===== config.mk =====
export PLATFORM = sky130hd
export DESIGN_NAME = gpio_irq_unit
export DESIGN_NICKNAME = d
export VERILOG_FILES = /design/src/rtl/gpio_irq_pkg.sv /design/src/rtl/gpio_irq_sync.sv /design/src/rtl/gpio_irq_pin.sv /design/src/rtl/gpio_irq_cfg.sv /design/src/rtl/gpio_irq_flags.sv /design/src/rtl/gpio_irq_unit.sv
export SDC_FILE = /design/constraint.sdc
export NUM_CORES = 1
export LEC_CHECK = 0
export CORE_MARGIN = 2
export CORE_UTILIZATION = 30
export DETAILED_ROUTE_END_ITERATION = 10
export DONT_BUFFER_PORTS = 1
export GPL_TIMING_DRIVEN = 0
export PLACE_DENSITY = 0.48
export REMOVE_ABC_BUFFERS = 1
export SKIP_CTS_REPAIR_TIMING = 1
export SYNTH_ARGS = -nofsm -noshare
export SYNTH_HDL_FRONTEND = slang
export SYNTH_HIERARCHICAL = 1
export SYNTH_SLANG_ARGS = --single-unit

===== constraint.sdc =====
create_clock -name clk -period 2.7 [get_ports clk]
set_input_delay 0.27 -clock clk [delete_from_list [all_inputs] [get_ports clk]]
set_output_delay 0.27 -clock clk [all_outputs]
set_load 0.02 [all_outputs]

===== src/rtl/gpio_irq_pkg.sv =====
package gpio_irq_pkg;

    typedef enum logic [1:0] {
        SEL_FILTER = 2'd0,
        SEL_MODE   = 2'd1,
        SEL_IEN    = 2'd2,
        SEL_FLAGS  = 2'd3
    } reg_sel_e;

    typedef struct packed {
        logic filt_en;
        logic any_edge;
    } pin_cfg_t;

    typedef struct packed {
        logic cand;
        logic stable;
        logic last;
    } det_state_t;

    function automatic logic edge_event(input logic det, input logic last,
                                        input logic any_edge);
        if (any_edge)
            return det ^ last;
        return det & ~last;
    endfunction

endpackage


===== src/rtl/gpio_irq_sync.sv =====
module gpio_irq_sync #(
    parameter int WIDTH  = 8,
    parameter int STAGES = 2
) (
    input  logic             clk,
    input  logic             rst,
    input  logic [WIDTH-1:0] d_async,
    output logic [WIDTH-1:0] q_sync
);
    localparam int LAST = STAGES - 1;

    logic [WIDTH-1:0] stg [STAGES];

    always_ff @(posedge clk) begin
        if (rst)
            stg[0] <= '0;
        else
            stg[0] <= d_async;
    end

    generate
        for (genvar s = 1; s < STAGES; s++) begin : g_stage
            always_ff @(posedge clk) begin
                if (rst)
                    stg[s] <= '0;
                else
                    stg[s] <= stg[s-1];
            end
        end
    endgenerate

    assign q_sync = stg[LAST];
endmodule


===== src/rtl/gpio_irq_pin.sv =====
module gpio_irq_pin
    import gpio_irq_pkg::*;
(
    input  logic     clk,
    input  logic     rst,
    input  logic     gpio_en,
    input  logic     lvl,
    input  pin_cfg_t cfg,
    input  logic     reinit,
    output logic     hit
);
    det_state_t st;
    logic       det;
    logic       restart;

    assign det     = cfg.filt_en ? st.stable : lvl;
    assign restart = reinit | ~gpio_en;

    always_ff @(posedge clk) begin
        if (rst) begin
            st <= '0;
        end else if (restart) begin
            st.cand   <= lvl;
            st.stable <= lvl;
            st.last   <= lvl;
        end else begin
            st.cand <= lvl;
            if (lvl == st.cand)
                st.stable <= lvl;
            st.last <= det;
        end
    end

    assign hit = ~restart & edge_event(det, st.last, cfg.any_edge);
endmodule


===== src/rtl/gpio_irq_cfg.sv =====
module gpio_irq_cfg
    import gpio_irq_pkg::*;
#(
    parameter int NUM_PINS = 8
) (
    input  logic                clk,
    input  logic                rst,
    input  logic                wr_en,
    input  reg_sel_e            sel,
    input  logic [NUM_PINS-1:0] wr_data,
    output pin_cfg_t            cfg [NUM_PINS],
    output logic [NUM_PINS-1:0] ien,
    output logic [NUM_PINS-1:0] reinit,
    output logic [NUM_PINS-1:0] keep_mask
);
    logic [NUM_PINS-1:0] filt_q;
    logic [NUM_PINS-1:0] mode_q;
    logic [NUM_PINS-1:0] ien_q;

    always_ff @(posedge clk) begin
        if (rst) begin
            filt_q <= '0;
            mode_q <= '0;
            ien_q  <= '0;
        end else if (wr_en) begin
            case (sel)
                SEL_FILTER: filt_q <= wr_data;
                SEL_MODE:   mode_q <= wr_data;
                SEL_IEN:    ien_q  <= wr_data;
                default:    ;
            endcase
        end
    end

    always_comb begin
        reinit    = '0;
        keep_mask = '1;
        if (wr_en) begin
            case (sel)
                SEL_FILTER: reinit    = wr_data ^ filt_q;
                SEL_MODE:   reinit    = wr_data ^ mode_q;
                SEL_FLAGS:  keep_mask = wr_data;
                default:    ;
            endcase
        end
    end

    generate
        for (genvar i = 0; i < NUM_PINS; i++) begin : g_cfg
            assign cfg[i].filt_en  = filt_q[i];
            assign cfg[i].any_edge = mode_q[i];
        end
    endgenerate

    assign ien = ien_q;
endmodule


===== src/rtl/gpio_irq_flags.sv =====
module gpio_irq_flags #(
    parameter int NUM_PINS = 8
) (
    input  logic                clk,
    input  logic                rst,
    input  logic [NUM_PINS-1:0] hit,
    input  logic [NUM_PINS-1:0] keep_mask,
    input  logic [NUM_PINS-1:0] ien,
    output logic [NUM_PINS-1:0] flags,
    output logic                irq
);
    always_ff @(posedge clk) begin
        if (rst)
            flags <= '0;
        else
            flags <= (flags & keep_mask) | hit;
    end

    assign irq = |(flags & ien);
endmodule


===== src/rtl/gpio_irq_unit.sv =====
module gpio_irq_unit
    import gpio_irq_pkg::*;
#(
    parameter int NUM_PINS = 8
) (
    input  logic                clk,
    input  logic                rst,
    input  logic                gpio_en,
    input  logic [NUM_PINS-1:0] pin_in,
    input  logic                wr_en,
    input  logic [1:0]          wr_sel,
    input  logic [NUM_PINS-1:0] wr_data,
    output logic [NUM_PINS-1:0] pin_level,
    output logic [NUM_PINS-1:0] flag_q,
    output logic                irq
);
    localparam int SYNC_STAGES = 2;

    reg_sel_e            sel;
    pin_cfg_t            cfg [NUM_PINS];
    logic [NUM_PINS-1:0] cfg_ien;
    logic [NUM_PINS-1:0] reinit;
    logic [NUM_PINS-1:0] keep_mask;
    logic [NUM_PINS-1:0] pin_hit;

    assign sel = reg_sel_e'(wr_sel);

    gpio_irq_sync #(.WIDTH(NUM_PINS), .STAGES(SYNC_STAGES)) u_sync (
        .clk     (clk),
        .rst     (rst),
        .d_async (pin_in),
        .q_sync  (pin_level)
    );

    gpio_irq_cfg #(.NUM_PINS(NUM_PINS)) u_cfg (
        .clk       (clk),
        .rst       (rst),
        .wr_en     (wr_en),
        .sel       (sel),
        .wr_data   (wr_data),
        .cfg       (cfg),
        .ien       (cfg_ien),
        .reinit    (reinit),
        .keep_mask (keep_mask)
    );

    generate
        for (genvar i = 0; i < NUM_PINS; i++) begin : g_pin
            gpio_irq_pin u_pin (
                .clk     (clk),
                .rst     (rst),
                .gpio_en (gpio_en),
                .lvl     (pin_level[i]),
                .cfg     (cfg[i]),
                .reinit  (reinit[i]),
                .hit     (pin_hit[i])
            );
        end
    endgenerate

    gpio_irq_flags #(.NUM_PINS(NUM_PINS)) u_flags (
        .clk       (clk),
        .rst       (rst),
        .hit       (pin_hit),
        .keep_mask (keep_mask),
        .ien       (cfg_ien),
        .flags     (flag_q),
        .irq       (irq)
    );
endmodule


==> results of run 1 <==
==> routing by layer <==
layer / part of all wire / global-route usage / vias up
met5: 0 / 0 / -
met4: 0.0097 / 0.0469 / 0
met3: 0.046 / 0.0312 / 6
met2: 0.45 / 0.180 / 33
met1: 0.49 / 0.159 / 1068
li1: - / - / 1146
==> layout make-up <==
cell class              instances  area [µm²]
clock buffers                  11         253
clock inverters                 5        62.6
fillers                      1176        7470
inverters                      16        60.1
multi-input cells             233        1850
flip-flops and latches         72        1440
well taps                     143         179
==> Yosys cell counts <==
cell type  number
nand4_1         1
mux2i_1        56
buf_6           4
nand3b_4        1
inv_1          16
buf_4           3
or2_2           5
nand3_2         1
nor2b_2         7
nor2b_1        11
or3b_1          8
nor3b_2         1
a21oi_1        16
nand3b_1       17
ha_1            8
buf_2           3
a22oi_1         4
mux2_2          8
or2_1           3
clkbuf_1        3
nor2_1         24
and2b_2         6
nand4b_1        8
o31ai_2         8
nand2b_1       40
dfxtp_1        72
==> sequential cells by signal, summed over array words and instances (netlist names) <==
register and flops:
u_flags/flags 8, g_pin.u_pin/st 24, u_sync/stg 16, u_cfg/mode_q 8, u_cfg/filt_q 8, u_cfg/ien 8
==> stage by stage <==
stage	cell area (µm²)	power [mW]	util
final	3850	2.51	0.340
after global routing	3850	2.61	0.340
after CTS	3850	2.55	0.340
after detailed placement	3530	1.30	0.312
after global placement	3530	1.30	0.312
after floorplan	3350	1.27	-
==> power groups by stage <==
| stage | registers [mW] | clock network [mW] | logic [mW] |
|---|---|---|---|
| 6_report | 1.14 | 1.23 | 0.133 |
| 3_5_place_dp | 1.17 | 0 | 0.135 |
| 5_1_grt | 1.15 | 1.31 | 0.151 |
| 2_1_floorplan | 1.16 | 0 | 0.118 |
| 4_1_cts | 1.14 | 1.27 | 0.135 |
| 3_3_place_gp | 1.17 | 0 | 0.133 |
==> worst paths after layout <==
path | endpoint | slack (ps) | cells after the start
worst max-delay path | irq | 1110 | 2
worst min-delay path | u_sync/stg[1][2] | 10 | 1
worst max register to register | u_flags/flags[4] | 1200 | 7
worst min register to register | u_sync/stg[1][0] | 430 | 1
==> cell families after synthesis <==
logic type,count (synthesis)
AOI/OAI and AO/OA,28
adders and majority gates,8
buffers and inverters,29
DFF,72
muxes,64
and+or+nand+nor,133
==> key figures, run 1 <==
Synthesis
  • Post-synth top area share: 0.418
  • Synth Area in Compound Gates: 0.0610
  • Synth area leader: dfxtp_1
  • Simple-gate portion of the synthesized area: 0.258
  • Cell Area, Synth: 3450 µm²
  • Largest family of logic cells by synthesized area: simple AND/OR/NAND/NOR gates
  • Register area share after synthesis: 0.418
  • Post-Synth Adder-Cell Area: 0.0290
  • Dominant cells by area after synthesis: dfxtp_1 (42%), mux2i_1 (16%), nand2b_1 (7.3%)
  • Xor/xnor share of the synthesized area: 0
  • Synth Instances: 334
  • Yosys cell types: 26
  • Proportion of synthesized area in mux cells: 0.189
  • Syn Area/Cell: roughly 10 µm²
  • Synth warn: 6
  • Synthesized flop and latch total: between 70 and 80

Detailed routing
  • 1st-pass router iterations: 4
  • Antenna Violating Nets Remaining: 0
  • DRC viols: 0
  • Drt initial violations: 61
  • Via-per-instance ratio: between 4 and 5
  • Vias: between 2k and 2.5k
  • Total routed wirelength: 6980 µm
  • Wire per inst: ~15 µm

Power and ir drop
  • P_int: 1.95 mW
  • P_sw: approximately 550 µW
  • Peak VDD IR: 0.249 mV
  • Power per cell area: approximately 650 nW/µm²
  • Power share of the clock group: 0.491
  • Seq pwr share: 0.456
  • Comb pwr share: 0.053
  • Leak: about 1.6 nW
  • Switch share: 0.221

Timing
  • Slew Viols, Final: 0
  • Final worst slack: between 1000 and 1500 ps
  • Final Hold Fails: 0
  • Slew @ Worst Pin: ~970 ps
  • Hold_ws: 10.5 ps
  • Final Cycle Share: 0.587
  • Final Critical Period: 1590 ps
  • Final setup TNS: 0 ps
  • Worst slew margin: 0.351
  • Unrepaired setup endpoints after global routing: no
  • FMAX: between 600 and 700 MHz
  • Clock Skews: between 7 and 8 ps
  • Final setup violation count: 0

Placed design
  • Pre-CTS setup slack: approximately 1200 ps
  • Inst Count DP: roughly 460
  • IO buf count: 0
  • DP HPWL: 4450 µm
  • Gpl congestion: around 0.71

Floorplanning
  • I/O Pins: 39
  • Core area: approximately 11000 µm²
  • Initial Utilization: 0.304
  • Horiz. Die Dim: between 100 and 150 µm
  • Die Height: ~110 µm
  • Die area: around 12000 µm²
  • Num rows: 39

Clock tree
  • Htree depth: 3
  • Reg clk slew, reported paths: around 60 ps
  • CTS Sinks: a little over 70
  • Max clock buf depth: 2
  • CTS tree: built
  • CTS buffer count: 9
  • Clk_lat worst skew: approximately 330 ps
  • Root Buffer: clkbuf_16

Cells and area
  • Finished Layout Cells: between 400 and 500
  • Final #Nets: roughly 360
  • # diodes: 0
  • Leading cell types in the layout, fill and taps excluded: dfxtp_1 (72), mux2i_1 (56), nand2b_1 (40)
  • Layout cells sized above 1: 0.157
  • Area growth from synthesis to layout: 11.6%
  • Commonest non-fill, non-tap cell in the layout: dfxtp_1

Critical path
  • CP max-delay cell: dfxtp_1
  • CP top delay family: flip-flops
  • Crit-path cells: a22oi_1 -> nand4_1
  • Worst Path Required: about 2400 ps
  • Worst EP arrival: approximately 1300 ps
  • CP Class: reg -> out
  • Worst Path Max Fanout: 3
  • Origin of the worst setup path: u_flags/flags[1]
  • CP peak stage delay: slightly above 400 ps
  • R2R Path Start: u_sync/stg[1][4]
  • Startpoint types: flop
  • Crit. End Element: output pin
  • Critical path buffer and inverter count: 0

Global routing
  • Gr usage total: 0.118
  • Grt total ovfl: 0
  • Vias in the first global route: ~2.2k
  • Initial antenna violation count: 0
  • Global-route wire length before repair: about 12000 µm
  • Pin count of the biggest net entering global routing: between 80 and 90

Run
  • Max Cap Viol: 0

Hold path
  • Worst hold path type: in -> reg
  • Hold path startpoint: rst

Run status
  • Status: finished, final reports clean
No activity file was read; power rests on OpenSTA's default activity.
==> run 2, diff against run 1 <==
clock period = 1.56 ns   (was 2.7 ns; I/O delays follow)
==> key figures, run 2 (synthesized netlist as in run 1, its figures left out) <==
Placed design
  • Gpl congestion: just over 0.7
  • IO buf count: 0
  • DP HPWL: roughly 4400 µm
  • Pre-CTS setup slack: between 60 and 70 ps

Power and ir drop
  • Power per cell area: 1070 nW/µm²
  • Peak VDD IR: approximately 0.44 mV
  • Design Power: 4.39 mW
  • Leak: approximately 1.7 nW

Floorplanning
  • Core area: between 10000 and 15000 µm²
  • Num rows: 39
  • Die Height: 111 µm
  • I/O Pins: 39
  • Horiz. Die Dim: 111 µm
  • Initial Utilization: 0.304
  • Die area: approximately 12000 µm²

Clock tree
  • Htree depth: 3
  • Clk_lat worst skew: between 300 and 400 ps
  • CTS buffer count: 9
  • CTS Sinks: 72
  • Root Buffer: clkbuf_16
  • Max clock buf depth: 2
  • CTS tree: built
  • Reg clk slew, reported paths: around 60 ps

Cells and area
  • Final #Nets: 382
  • # diodes: 0
  • Reg with most FFs: g_pin.u_pin/st
  • Largest registers: g_pin.u_pin/st (24), u_sync/stg (16)
  • Area growth from synthesis to layout: 18.7%
  • Commonest non-fill, non-tap cell in the layout: dfxtp_1
  • Leading cell types in the layout, fill and taps excluded: dfxtp_1 (58), mux2i_1 (56), nand2b_1 (40)
  • Layout cells sized above 1: 0.199
  • Final core occ: 0.361
  • Number of flip-flops under the largest register name: 24

Detailed routing
  • Drt initial violations: 56
  • Wire per inst: approximately 15 µm
  • Via-per-instance ratio: around 4.7
  • Total routed wirelength: about 7400 µm
  • Vias: around 2.4k
  • 1st-pass router iterations: 5
  • DRC viols: 0
  • Antenna Violating Nets Remaining: 0

Run
  • Max Cap Viol: 0

Timing
  • Final Critical Period: 1470 ps
  • Slew Viols, Final: 0
  • Unrepaired setup endpoints after global routing: no
  • Slew @ Worst Pin: between 900 and 1000 ps
  • Clock Skews: ~7.7 ps
  • Final worst slack: 93.3 ps
  • Final Cycle Share: 0.940
  • Worst slew margin: 0.350
  • Final setup TNS: 0 ps
  • Final Hold Fails: 0
  • Final setup violation count: 0
  • FMAX: just under 700 MHz

Global routing
  • Initial antenna violation count: 0
  • Global-route wire length before repair: around 12000 µm
  • Pin count of the biggest net entering global routing: 81
  • Grt total ovfl: 0
  • Vias in the first global route: about 2.2k
  • Gr usage total: 0.118

Critical path
  • CP Class: reg -> out
  • Worst EP arrival: 1310 ps
  • Worst Path Max Fanout: 3
  • Startpoint types: flop
  • Worst Path Required: between 1000 and 1500 ps
  • Crit. End Element: output pin

Hold path
  • Worst hold path type: in -> reg

Run status
  • Status: finished, final reports clean
## run 2: per-layer routing
| layer | part of all wire | GRT usage | wire length (µm) |
|---|---|---|---|
| met4 | 0.0092 | 0.0469 | 68 |
| met5 | 0 | 0 | 0 |
| met2 | 0.47 | 0.180 | 3440 |
| met3 | 0.042 | 0.0312 | 306 |
| met1 | 0.48 | 0.159 | 3550 |
## run 2: area by class of cell
class	instances	area (µm²)
repair buffers	20	210
flip-flops and latches	72	1460
fillers	1166	7230
well taps	143	179
inverters	16	60.1
clock inverters	5	62.6
clock buffers	11	253
multi-input cells	233	1870
## run 2: path summary, 6_finish.rpt
path	start	endpoint	slack (ps)	cells after the start
min	gpio_en	g_pin[2].u_pin/st[1]	4	2
max reg2reg	u_cfg/filt_q[7]	u_flags/flags[7]	100	7
max	u_flags/flags[6]	irq	90	2
min reg2reg	u_sync/stg[0][7]	u_sync/stg[1][7]	440	1
## run 2: worst max-delay path, cell delays in order, from the launching register on
cell and delay, ps:
dfxtp_1 400, a22oi_1 230, nand4_1 350
## run 2: stage by stage
stage / hold WS [ps] / std cells / instance area (µm²)
global placement: 230 / 464 / 3530
floorplan: 222 / 321 / 3350
global route: 2.23 / 500 / 4090
CTS: -118 / 480 / 3850
detailed placement: 231 / 464 / 3530
finish: 3.54 / 500 / 4090
## run 2: where the power goes
part           switching (mW)  leakage (nW)  total [mW]  internal, mW
clock network           0.793         0.149        2.13          1.34
registers              0.0754         0.593        1.98          1.91
logic                   0.110         0.970       0.280         0.170
